===== config.mk =====
export PLATFORM = sky130hd
export DESIGN_NAME = ptp_twostep_ts
export DESIGN_NICKNAME = d
export VERILOG_FILES = /design/src/rtl/ptp_ts_pkg.sv /design/src/rtl/ts_fp_queue.sv /design/src/rtl/ts_delay_scale.sv /design/src/rtl/ts_adjust.sv /design/src/rtl/ptp_twostep_ts.sv
export SDC_FILE = /design/constraint.sdc
export NUM_CORES = 1
export LEC_CHECK = 0
export BUFFER_PORTS_ARGS = -buffer_cell sky130_fd_sc_hd__buf_2
export CAP_MARGIN = 20
export CELL_PAD_IN_SITES_DETAIL_PLACEMENT = 1
export CELL_PAD_IN_SITES_GLOBAL_PLACEMENT = 2
export CORE_MARGIN = 2
export CORE_UTILIZATION = 35
export CTS_CLUSTER_SIZE = 8
export DETAILED_ROUTE_END_ITERATION = 6
export PLACE_DENSITY = 0.78
export SYNTH_ARGS = -nofsm -noshare
export SYNTH_HDL_FRONTEND = slang
export SYNTH_HIERARCHICAL = 1
export SYNTH_SLANG_ARGS = --single-unit

===== constraint.sdc =====
create_clock -name clk_i -period 6.5 [get_ports clk_i]
set_input_delay 0.325 -clock clk_i [delete_from_list [all_inputs] [get_ports clk_i]]
set_output_delay 0.325 -clock clk_i [all_outputs]
set_load 0.01 [all_outputs]

===== src/rtl/ptp_ts_pkg.sv =====
package ptp_ts_pkg;
  localparam int unsigned FP_W = 8;
  localparam int unsigned TS_W = 96;
  localparam logic [47:0] NS_PER_SEC = 48'd1000000000;

  typedef struct packed {
    logic            req;
    logic [FP_W-1:0] fp;
  } q_entry_t;

  typedef struct packed {
    logic [47:0] sec;
    logic [31:0] ns;
    logic [15:0] frac;
  } tod_t;
endpackage


===== src/rtl/ts_fp_queue.sv =====
module ts_fp_queue #(
  parameter int unsigned DEPTH = 4
) (
  input  logic                  clk_i,
  input  logic                  rst_ni,
  input  logic                  push_i,
  input  ptp_ts_pkg::q_entry_t  push_data_i,
  input  logic                  pop_i,
  output ptp_ts_pkg::q_entry_t  head_o,
  output logic                  empty_o,
  output logic                  full_o
);
  localparam int unsigned AW = (DEPTH > 1) ? $clog2(DEPTH) : 1;
  localparam int unsigned CW = $clog2(DEPTH + 1);
  localparam logic [CW-1:0] DEPTH_C = CW'(DEPTH);
  localparam logic [AW-1:0] LAST = AW'(DEPTH - 1);

  ptp_ts_pkg::q_entry_t mem_q [DEPTH];
  logic [AW-1:0] wr_ptr_q, rd_ptr_q;
  logic [CW-1:0] cnt_q;
  logic do_pop, do_push;

  assign empty_o = (cnt_q == '0);
  assign full_o  = (cnt_q == DEPTH_C);
  assign head_o  = mem_q[rd_ptr_q];
  assign do_pop  = pop_i & ~empty_o;
  assign do_push = push_i & (~full_o | do_pop);

  always_ff @(posedge clk_i or negedge rst_ni) begin
    if (!rst_ni) begin
      wr_ptr_q <= '0;
      rd_ptr_q <= '0;
      cnt_q    <= '0;
    end else begin
      if (do_push) wr_ptr_q <= (wr_ptr_q == LAST) ? '0 : wr_ptr_q + 1'b1;
      if (do_pop)  rd_ptr_q <= (rd_ptr_q == LAST) ? '0 : rd_ptr_q + 1'b1;
      case ({do_push, do_pop})
        2'b10:   cnt_q <= cnt_q + 1'b1;
        2'b01:   cnt_q <= cnt_q - 1'b1;
        default: cnt_q <= cnt_q;
      endcase
    end
  end

  generate
    for (genvar i = 0; i < DEPTH; i++) begin : g_slot
      always_ff @(posedge clk_i or negedge rst_ni) begin
        if (!rst_ni) mem_q[i] <= '0;
        else if (do_push && wr_ptr_q == AW'(i)) mem_q[i] <= push_data_i;
      end
    end
  endgenerate

  a_r8_count_bound: assert property (@(posedge clk_i) disable iff (!rst_ni)
    cnt_q <= DEPTH_C);
  a_r8_full_push_dropped: assert property (@(posedge clk_i) disable iff (!rst_ni)
    (full_o && push_i && !pop_i) |=> $stable(cnt_q));
  a_r3_pop_retires_one: assert property (@(posedge clk_i) disable iff (!rst_ni)
    (!empty_o && pop_i && !push_i) |=> (cnt_q == $past(cnt_q) - 1'b1));
endmodule


===== src/rtl/ts_delay_scale.sv =====
module ts_delay_scale #(
  parameter int unsigned PD_W           = 24,
  parameter int unsigned PER_W          = 24,
  parameter logic [PER_W-1:0] CLK_PERIOD_Q16 = 24'd419430,
  localparam int unsigned DLY_W = PD_W + PER_W - 10
) (
  input  logic [PD_W-1:0]  path_delay_i,
  output logic [DLY_W-1:0] delay_fns_o
);
  logic [PD_W+PER_W-1:0] prod;
  // cycles (Q10) x ns/cycle (Q16) -> ns Q26, drop 10 bits -> ns Q16
  assign prod        = (PD_W+PER_W)'(path_delay_i) * (PD_W+PER_W)'(CLK_PERIOD_Q16);
  assign delay_fns_o = prod[PD_W+PER_W-1:10];
endmodule


===== src/rtl/ts_adjust.sv =====
module ts_adjust #(
  parameter int unsigned DLY_W = 38
) (
  input  ptp_ts_pkg::tod_t  tod_i,
  input  logic [DLY_W-1:0]  delay_fns_i,
  output ptp_ts_pkg::tod_t  tod_o
);
  logic [63:0] sum;
  logic [47:0] ns_wide;
  logic        carry;

  assign sum     = {16'b0, tod_i.ns, tod_i.frac} + 64'(delay_fns_i);
  assign ns_wide = sum[63:16];
  assign carry   = (ns_wide >= ptp_ts_pkg::NS_PER_SEC);

  always_comb begin
    tod_o.frac = sum[15:0];
    tod_o.ns   = carry ? 32'(ns_wide - ptp_ts_pkg::NS_PER_SEC) : ns_wide[31:0];
    tod_o.sec  = tod_i.sec + {47'b0, carry};
  end
endmodule


===== src/rtl/ptp_twostep_ts.sv =====
module ptp_twostep_ts #(
  parameter int unsigned DEPTH          = 4,
  parameter int unsigned PD_W           = 24,
  parameter int unsigned PER_W          = 24,
  parameter logic [PER_W-1:0] CLK_PERIOD_Q16 = 24'd419430
) (
  input  logic            clk_i,
  input  logic            rst_ni,
  input  logic            tx_valid_i,
  input  logic            tx_ready_i,
  input  logic            tx_sop_i,
  input  logic            ts_req_i,
  input  logic [7:0]      ts_fp_i,
  input  logic            line_sop_i,
  input  logic [95:0]     tod_i,
  input  logic [PD_W-1:0] path_delay_i,
  output logic            ts_valid_o,
  output logic [95:0]     ts_o,
  output logic [7:0]      ts_fp_o,
  output logic            q_overflow_o
);
  import ptp_ts_pkg::*;
  localparam int unsigned DLY_W = PD_W + PER_W - 10;

  logic     push, q_empty, q_full;
  q_entry_t q_head, q_in;

  assign push    = tx_valid_i & tx_ready_i & tx_sop_i;
  assign q_in.req = ts_req_i;
  assign q_in.fp  = ts_fp_i;

  ts_fp_queue #(.DEPTH(DEPTH)) u_queue (
    .clk_i, .rst_ni,
    .push_i(push), .push_data_i(q_in), .pop_i(line_sop_i),
    .head_o(q_head), .empty_o(q_empty), .full_o(q_full)
  );

  logic [DLY_W-1:0] dly_fns;
  ts_delay_scale #(.PD_W(PD_W), .PER_W(PER_W), .CLK_PERIOD_Q16(CLK_PERIOD_Q16)) u_scale (
    .path_delay_i, .delay_fns_o(dly_fns)
  );

  // stage 1: capture egress time, fingerprint and scaled delay
  logic             s1_vld_q;
  tod_t             s1_tod_q, adj_tod;
  logic [7:0]       s1_fp_q;
  logic [DLY_W-1:0] s1_dly_q;

  always_ff @(posedge clk_i or negedge rst_ni) begin
    if (!rst_ni) begin
      s1_vld_q <= 1'b0;
      s1_tod_q <= '0;
      s1_fp_q  <= '0;
      s1_dly_q <= '0;
    end else begin
      s1_vld_q <= line_sop_i & ~q_empty & q_head.req;
      if (line_sop_i && !q_empty && q_head.req) begin
        s1_tod_q <= tod_t'(tod_i);
        s1_fp_q  <= q_head.fp;
        s1_dly_q <= dly_fns;
      end
    end
  end

  ts_adjust #(.DLY_W(DLY_W)) u_adjust (
    .tod_i(s1_tod_q), .delay_fns_i(s1_dly_q), .tod_o(adj_tod)
  );

  // stage 2: registered report
  always_ff @(posedge clk_i or negedge rst_ni) begin
    if (!rst_ni) begin
      ts_valid_o   <= 1'b0;
      ts_o         <= '0;
      ts_fp_o      <= '0;
      q_overflow_o <= 1'b0;
    end else begin
      ts_valid_o   <= s1_vld_q;
      q_overflow_o <= push & q_full & ~line_sop_i;
      if (s1_vld_q) begin
        ts_o    <= adj_tod;
        ts_fp_o <= s1_fp_q;
      end
    end
  end

  a_r8_overflow_flag: assert property (@(posedge clk_i) disable iff (!rst_ni)
    (push && q_full && !line_sop_i) |=> q_overflow_o);
  a_r9_empty_no_report: assert property (@(posedge clk_i) disable iff (!rst_ni)
    (line_sop_i && q_empty) |=> ##1 !ts_valid_o);
  a_r4_unflagged_no_report: assert property (@(posedge clk_i) disable iff (!rst_ni)
    (line_sop_i && !q_empty && !q_head.req) |=> ##1 !ts_valid_o);
  a_r7_ns_in_range: assert property (@(posedge clk_i) disable iff (!rst_ni)
    ts_valid_o |-> (ts_o[47:16] < 32'd1000000000));
endmodule


Word-level counts from Yosys, hierarchy flattened. Cells that the tools add are included.

Logic and storage cells: 67. Register bits after elaboration: 287. Input port bits: 135. Output and inout port bits: 106.

Bitwise logic cells: 12. Multiplexer cells: 7. Add/subtract/negate cells: 7. $lt $le $gt $ge: 2. Reductions and logical operators: 10. Multiply operators: 1. Equality and inequality tests: 7.

Operator list (number): 48-bit by 33-bit adder with 49-bit output (1); 48-bit by 1-bit adder with 48-bit output (1); 24-bit by 18-bit multiplier with 42-bit output, second input constant (1); 33-bit by 30-bit greater-or-equal comparator with 1-bit output, second input constant (1); 32-bit two-way mux (1); 32-bit by 30-bit subtractor with 32-bit output, second input constant (1); 9-bit binary-select mux with 2-bit select (1); 9-bit two-way mux (2); 2-bit == test, second input constant (4); 1-bit bitwise AND (7); 1-bit logical AND (6); 3-bit case mux with 2 select lines (1); 2-bit by 1-bit adder with 2-bit output, second input constant (2); 2-bit by 1-bit == test with 1-bit output, second input constant (2); 2-bit two-way mux (2); 3-bit by 1-bit adder with 3-bit output, second input constant (1); 3-bit == test, second input constant (1); 3-bit greater-or-equal comparator, second input constant (1); 3-bit zero test (1); 1-bit NOT (3); 2-bit NOT with 3-bit output (1); 3-bit by 1-bit subtractor with 3-bit output, second input constant (1); 2-bit zero test (1); 2-bit nonzero test (1); 2 further kinds (2).

Logic depth before layout (Yosys ltp). Gate-level depths: netlist of run 1.

Depth in word-level cells: 7. Mapped depth: 30.

Hierarchy. The synthesis of run 1 kept the hierarchy.

By module, submodules not included: ptp_twostep_ts (sequential area each 6231.0 µm², cells an instance 527, area each 9490.4 µm², instances 1); ts_delay_scale (sequential area each 0.0 µm², cells an instance 770, area each 7420.9 µm², instances 1); ts_adjust (sequential area each 0.0 µm², cells an instance 679, area each 4521.8 µm², instances 1); ts_fp_queue (sequential area each 1076.0 µm², cells an instance 141, area each 2068.2 µm², instances 1).

Worst setup path before layout of run 1. OpenSTA, ideal clock, no wires.

Path type: register to register. From: reg s1_tod_q[8] (netlist bit). To: reg ts_o[92]. Data arrival time: 5.893 ns. Stages on the path, launching flop included: 31. Period minus slack after synthesis: 6.018 ns. Data required time: 6.375 ns. Buffers on the path: 2. Path slack: 0.482 ns. Path through: dfrtp_1 ha_1 buf_4 nand2_1 o21a_1 o31a_1 a31oi_1 a21oi_1 xnor2_1 inv_1 ha_1 o211a_1 o311a_1 o21bai_1 o21a_2 nor2_1 inv_1 ha_1 ha_1 and3_1 nand4_1 nor2_1 and3_1 and3_1 nand3_1 nor2_1 and2_1 clkbuf_1 nand3_1 xnor2_1 mux2_2.

RTL lines: start: declaration (RTL line ptp_twostep_ts.sv:45) `tod_t s1_tod_q, adj_tod;`; start signal: assignment (RTL line ptp_twostep_ts.sv:58) `s1_tod_q <= tod_t'(tod_i);`; end signal: assignment (RTL line ptp_twostep_ts.sv:80) `ts_o <= adj_tod;`; end: declaration (RTL line ptp_twostep_ts.sv:18) `output logic [95:0] ts_o,`.

==> flow_summary_export.csv, run 1 <==
group,metric,value,unit
outcome,outcome,"finished, final reports clean",
setup_path,required,6.93,ns
yosys,synth_fa_ha_area_share,24.5,%
yosys,synth_top_area_share,31.1,%
sta,fin_skew,0.0379,ns
clocking,clock_sinks,292,
setup_path,cp_common_cell,"ha_1",
yosys,synth_compound_area_share,8.70,%
route,drc,0,
sta,max_slew_margin,33.9,%
global_routing,grt_pass1_wl,111,mm
global_routing,globalRoute.totalOverflow,0,
global_routing,antenna_found_initial,3,
yosys,synth_area_leaders,"dfrtp_1, fa_1, ha_1",
route,wl_per_cell,21.2,um
route,viasPerCell,5.12,
flow_run,cap_violations,0,
setup_path,r2r_end,"ts_o[90]",
floorplan,die_h,263,um
place,dpl.hpwl,56.4,mm
floorplan,rows,95,
yosys,async_flop_share,100,%
setup_path,regToRegSetupSlack,0.24,ns
global_routing,grt_pass1_vias,18900,
setup_path,endpoint_kind,"register",
floorplan,start_util,35.2,%
setup_path,reg2reg_from,"s1_tod_q[0]",
hold_path,hold_class,"input port to register",
yosys,synth_ff_type,"dfrtp_1",
yosys,synthMuxAreaShare,15.8,%
setup_path,cp_slowest_cell,"or4b_4",
setup_path,worst-path-buf-inv,2,
yosys,ys_seq_area_share,31.1,%
clocking,cts_tree,"built",
yosys,syn-instance-count,2117,
clocking,clk_path_buf_depth,3,
final_layout,final_common_cell,"dfrtp_1",
setup_path,arrival,6.69,ns
route,via_count,17200,
place,numPortBuffers,240,
global_routing,track_usage,20.4,%
route,wl,70.9,mm
final_layout,nFillCells,7362,
setup_path,cp_top_family,"simple AND/OR/NAND/NOR gates",
final_layout,final_util,41.9,%
floorplan,die-area,69200,um^2
sta,report.final.slew_viol_count,0,
sta,setup_viol,0,
setup_path,crit_end,"ts_o[90]",
yosys,synth_top_family_by_area,"adder cells",
final_layout,area_growth,19.1,%
yosys,synth-seq-cells,292,
route,drtPass1Iterations,5,
final_layout,layout_common_cells,"dfrtp_1, inv_1, buf_2",
yosys,netlist_area,23500,um^2
route,drt_iter0_markers,786,
clocking,cts_root_buf,"clkbuf_16",
yosys,yosysWarnings,6,
setup_path,cp-startpoint,"s1_tod_q[0]",
floorplan,die_x,263,um
sta,period_share,96.4,%
yosys,yosys.area.top_type,"dfrtp_1",
sta,tns,0,ns
yosys,synth_edf_count,0,
sta,setup_ws,0.236,ns
route,ant_nets,0,
floorplan,core_area,66800,um^2
setup_path,max_stage_delay,0.55,ns
clocking,clock_latency,0.58,ns
sta,min_period,6.26,ns
place,gp_congestion,0.878,
setup_path,critPathLaunchType,"register",
yosys,synth_cell_types,91,
yosys,yosys.area_share.xor_xnor,5.88,%
setup_path,rr_worst_depth,28,
setup_path,critPathKind,"register to register",
sta,timing.fmax,160,MHz
clocking,htreeDepth,2,
floorplan,ios,241,
setup_path,worstPathMaxFanout,6,
yosys,synth-simple-area-share,7.92,%
yosys,syn_area_per_cell,11.1,um^2
final_layout,layout-drive-gt1-share,28.4,%
setup_path,cp_num_cells,28,
place,place_ws,-0.00880,ns
global_routing,grt_max_degree,78,
clocking,numCtsBuffers,42,
sta,hold_slack,0.0434,ns
sta,hold_violations,0,
clocking,cts.clk_slew.worst_paths,0.05,ns
sta,worst_slew_pin_slew,0.992,ns
final_layout,final_nets,2976,
==> flip-flops by register name, summed over array words and instances (netlist names), 2 cells and up <==
name	count
s1_dly_q	38
s1_fp_q	8
s1_tod_q	96
ts_fp_o	8
ts_o	96
u_queue/cnt_q	3
u_queue/mem_q	36
u_queue/rd_ptr_q	2
u_queue/wr_ptr_q	2
==> cell type report <==
cell class,count,area (um^2),area share [%]
Antenna cell,4,10.0,0.0358
Clock inverter,3,76.3,0.273
Inverter,268,1010,3.60
Timing Repair Buffer,375,2450,8.75
Sequential cell,292,7310,26.1
Multi-Input combinational cell,1491,15000,53.5
Clock buffer,46,1080,3.85
Tap cell,873,1090,3.90
==> cell families (layout without fill, tap and decap cells) <==
group	after synthesis	count (layout)
and+or+nand+nor	360	360
adders and majority gates	371	371
buffers and inverters	338	692
other	1	9
muxes	299	299
AOI/OAI and AO/OA	299	299
xor gates and xnor gates	157	157
DFF	292	292
==> worst register-to-register path, delay by kind of cell, from the launching register on <==
| family | cells | cell delay (ns) |
|---|---|---|
| multiplexers | 1 | 0.28 |
| buffers and inverters | 2 | 0.14 |
| AND/OR/NAND/NOR | 15 | 3.06 |
| adder cells (fa/ha/maj) | 4 | 0.83 |
| AO/OA/AOI/OAI | 5 | 1.29 |
| flip-flops | 1 | 0.37 |
| XOR/XNOR | 1 | 0.15 |
==> routing by layer <==
metal / global-route usage [%] / wire, um / part of all wire (%)
met3: 2.51 / 2090 / 3.0
met2: 36.1 / 35600 / 50
met5: 0 / 0 / 0
met1: 26.6 / 31800 / 45
met4: 4.88 / 1400 / 2.0
==> cell usage after synthesis, types with 5 or more instances <==
| library cell | n |
|---|---|
| fa_1 | 148 |
| ha_1 | 223 |
| nor2b_1 | 13 |
| buf_4 | 14 |
| or3_1 | 10 |
| o21bai_1 | 17 |
| nand2b_1 | 5 |
| xnor2_1 | 95 |
| a31oi_1 | 8 |
| or2_2 | 10 |
| nor3_1 | 14 |
| nor2_1 | 65 |
| o21a_1 | 10 |
| a21oi_1 | 84 |
| nand4_1 | 28 |
| inv_1 | 268 |
| xor2_1 | 61 |
| o31ai_1 | 5 |
| nor2_2 | 5 |
| buf_2 | 23 |
| mux2_2 | 217 |
| a21o_1 | 34 |
| buf_6 | 10 |
| nand3_1 | 37 |
| o21ai_0 | 38 |
| and4_1 | 7 |
| nand2_1 | 97 |
| dfrtp_1 | 292 |
| clkbuf_1 | 20 |
| and2_1 | 17 |
| a211oi_1 | 10 |
| o211ai_1 | 14 |
| nand3b_1 | 5 |
| mux4_2 | 9 |
| o221ai_1 | 5 |
| and3_1 | 29 |
| o21ai_1 | 14 |
| mux2_4 | 69 |
==> stage by stage <==
stage,cells,area [um^2]
2_1_floorplan,2121,23500
3_3_place_gp,3208,25700
3_5_place_dp,3208,25700
4_1_cts,3346,27800
5_1_grt,3351,28000
6_report,3352,28000
==> worst min path at each step <==
stage	start	end	slack, ns	cells past startpoint
floorplan	rst_ni	q_overflow_o	0.03	0
global placement	rst_ni	ts_o[79]	0.34	1
detailed placement	rst_ni	s1_tod_q[78]	0.35	1
CTS	tod_i[10]	s1_tod_q[10]	0.006	2
global route	tod_i[65]	s1_tod_q[65]	0.02	2
finish	tod_i[13]	s1_tod_q[13]	0.04	2
==> repair_timing <==
item / 4_1_cts / 5_1_grt
gates cloned: 0 / 0
endpoints found under the setup margin: 10 / 17
resized for setup: 3 / 45
hold buffers: 89 / 0
pin swaps: 0 / 3
hold endpoints to repair: 167 / 0
buffers inserted: 0 / 2
Power of run 1 is not shown: default switching activity piles up to over one toggle a cycle in this logic, so the estimate is an artifact.
==> run 2: changes to the inputs <==
--- a/config.mk
+++ b/config.mk
@@ -5,6 +5,7 @@
 export SDC_FILE = /design/constraint.sdc
 export NUM_CORES = 1
 export LEC_CHECK = 0
+export ABC_AREA = 1
 export BUFFER_PORTS_ARGS = -buffer_cell sky130_fd_sc_hd__buf_2
 export CAP_MARGIN = 20
 export CELL_PAD_IN_SITES_DETAIL_PLACEMENT = 1
@@ -13,7 +14,7 @@
 export CORE_UTILIZATION = 35
 export CTS_CLUSTER_SIZE = 8
 export DETAILED_ROUTE_END_ITERATION = 6
-export PLACE_DENSITY = 0.78
+export PLACE_DENSITY = 0.84
 export SYNTH_ARGS = -nofsm -noshare
 export SYNTH_HDL_FRONTEND = slang
 export SYNTH_HIERARCHICAL = 1
==> constraint.sdc (replaced) <==
create_clock -name clk_i -period 7.2 [get_ports clk_i]
set_input_delay 0.36 -clock clk_i [delete_from_list [all_inputs] [get_ports clk_i]]
set_output_delay 0.36 -clock clk_i [all_outputs]
set_load 0.01 [all_outputs]
==> run 2 against run 1 <==
Compared with the run above: cell count up 45%; die area rose by 14%; clock skew down 0.011 ns; hold slack worse by 0.00067 ns; core utilization down 2.4 points; register-to-register slack gained 1.3 ns; routed wire length up 23%; critical path type unchanged; critical endpoint is now ts_o[91].
==> flow_summary_export.csv, run 2 <==
group,metric,value,unit
place,gp_congestion,0.933,
setup_path,critPathLaunchType,"register",
yosys,synth_common_cells,"nand2_1, inv_1, dfrtp_1",
setup_path,arrival,6.12,ns
yosys,yosys.area.top_type,"dfrtp_1",
final_layout,final_nets,4384,
route,ant_nets,0,
clocking,clock_latency,0.58,ns
sta,setup_viol,0,
final_layout,final_common_cell,"nand2_1",
yosys,yosysWarnings,6,
setup_path,worstPathMaxFanout,5,
floorplan,start_util,35.3,%
route,drtPass1Iterations,5,
floorplan,die-area,78800,um^2
final_layout,layout_common_cells,"nand2_1, inv_1, dfrtp_1",
floorplan,ios,241,
yosys,netlist_area,26800,um^2
setup_path,rr_worst_depth,30,
place,dpl.hpwl,70.9,mm
setup_path,required,7.60,ns
hold_path,hold_class,"input port to register",
yosys,syn_area_per_cell,7.28,um^2
global_routing,track_usage,22.3,%
yosys,synth_ff_type,"dfrtp_1",
setup_path,r2r_end,"ts_o[91]",
clocking,clk_path_buf_depth,3,
clocking,cts.clk_slew.worst_paths,0.05,ns
route,via_count,23800,
yosys,synth_area_leaders,"dfrtp_1, nand2_1, fa_1",
clocking,cts_repair_resize_count,0,
route,drc,0,
floorplan,core_area,75800,um^2
clocking,numCtsBuffers,42,
outcome,outcome,"finished, final reports clean",
route,wl,87.4,mm
route,viasPerCell,4.89,
hold_path,min_delay_worst_endpoint,"s1_tod_q[13]",
sta,worst_slew_pin_slew,0.965,ns
sta,max_slew_margin,35.6,%
sta,grt_setup_unrepaired,"no",
clocking,cts_root_buf,"clkbuf_16",
place,numPortBuffers,240,
floorplan,die_h,281,um
hold_path,holdPathStages,3,
final_layout,area_growth,11.8,%
sta,min_period,5.71,ns
clocking,htreeDepth,2,
sta,fin_skew,0.0264,ns
setup_path,endpoint_kind,"register",
final_layout,nFillCells,9616,
sta,tns,0,ns
setup_path,max_stage_delay,0.39,ns
yosys,synth-seq-cells,292,
global_routing,antenna_found_initial,10,
global_routing,grt_pass1_wl,139,mm
route,drt_iter0_markers,1090,
setup_path,reg2reg_from,"s1_dly_q[18]",
yosys,post-synth-top-count-cell,"nand2_1",
flow_run,cap_violations,0,
clocking,clock_sinks,292,
sta,period_share,79.4,%
floorplan,die_x,281,um
final_layout,layout-drive-gt1-share,10.7,%
yosys,syn-instance-count,3682,
setup_path,cp_common_cell,"nand2_1",
setup_path,regToRegSetupSlack,1.49,ns
yosys,ys_seq_area_share,27.3,%
sta,report.final.slew_viol_count,0,
setup_path,critPathKind,"register to register",
yosys,async_flop_share,100,%
global_routing,globalRoute.totalOverflow,0,
route,wl_per_cell,18.0,um
global_routing,grt_max_degree,144,
clocking,cts_tree,"built",
setup_path,cp_slowest_cell,"dfrtp_1",
setup_path,cp-startpoint,"s1_dly_q[18]",
sta,hold_violations,0,
yosys,synth_top_area_share,27.3,%
yosys,synth_edf_count,0,
floorplan,rows,101,
hold_path,hp-start,"tod_i[13]",
global_routing,grt_pass1_vias,25400,
final_layout,top_regs,"s1_tod_q: 96 flops, ts_o: 96 flops, s1_dly_q: 38 flops",
sta,timing.fmax,175,MHz
yosys,synth_cell_types,55,
==> run 2: per-layer routing <==
| layer | vias up | part of all wire (%) | global-route usage [%] |
|---|---|---|---|
| met4 | 16 | 2.3 | 5.73 |
| li1 | 11900 | - | - |
| met2 | 372 | 48 | 38.6 |
| met5 | - | 0.11 | 0 |
| met1 | 11400 | 46 | 29.2 |
| met3 | 116 | 4.0 | 3.12 |
==> run 2: worst max-delay path: cells and delay by family (launching register included) <==
family,cells,cell delay (ns)
flops,1,0.39
simple gates,25,4.21
compound gates,1,0.11
fa+ha+maj,2,0.57
buf+inv,1,0.09
xor+xnor,1,0.18
==> run 2: layout make-up <==
class | count | area [um^2] | share of cell area, %
multi-input cells | 2595 | 16300 | 54.5
flip-flops and latches | 292 | 7310 | 24.4
inverters | 695 | 2620 | 8.73
repair buffers | 252 | 1340 | 4.47
well taps | 978 | 1220 | 4.08
clock buffers | 47 | 1100 | 3.67
clock inverters | 2 | 50.0 | 0.167
diodes | 1 | 2.50 | 0.00835
==> run 2: stage by stage <==
stage | util [%] | std cells | area [um^2] | hold slack (ns) | setup slack, ns
detailed placement | 37.9 | 4810 | 28800 | 0.460 | 1.43
finish | 39.5 | 4862 | 30000 | 0.0428 | 1.49
global placement | 37.9 | 4810 | 28800 | 0.457 | 1.52
CTS | 39.5 | 4860 | 29900 | 0.00778 | 1.46
floorplan | - | 3686 | 26800 | 0.0644 | 2.22
global route | 39.5 | 4862 | 30000 | 0.0317 | 0.934
==> run 2: how the worst max path moves through the flow <==
stage,to,cells after the start
6_report,ts_o[91],30
5_1_grt,ts_o[95],31
4_1_cts,ts_o[91],30
3_5_place_dp,ts_o[91],30
3_3_place_gp,ts_o[91],30
2_1_floorplan,s1_dly_q[28],24
==> run 2: cells by family after synthesis <==
family / after synthesis / share of synthesized area, %
compound gates: 327 / 6.80
xor+xnor: 106 / 3.46
fa+ha+maj: 371 / 21.5
buf+inv: 799 / 12.0
flops: 292 / 27.3
other cells: 1 / 0.0140
simple gates: 1786 / 29.0
==> run 2: repair_timing <==
action                     in CTS  in global routing
setup endpoints to repair       0                  0
setup buffers                   0                  0
hold endpoints to repair       94                  0
hold buffers                    1                  0
Power of run 2 is left out for the same reason.
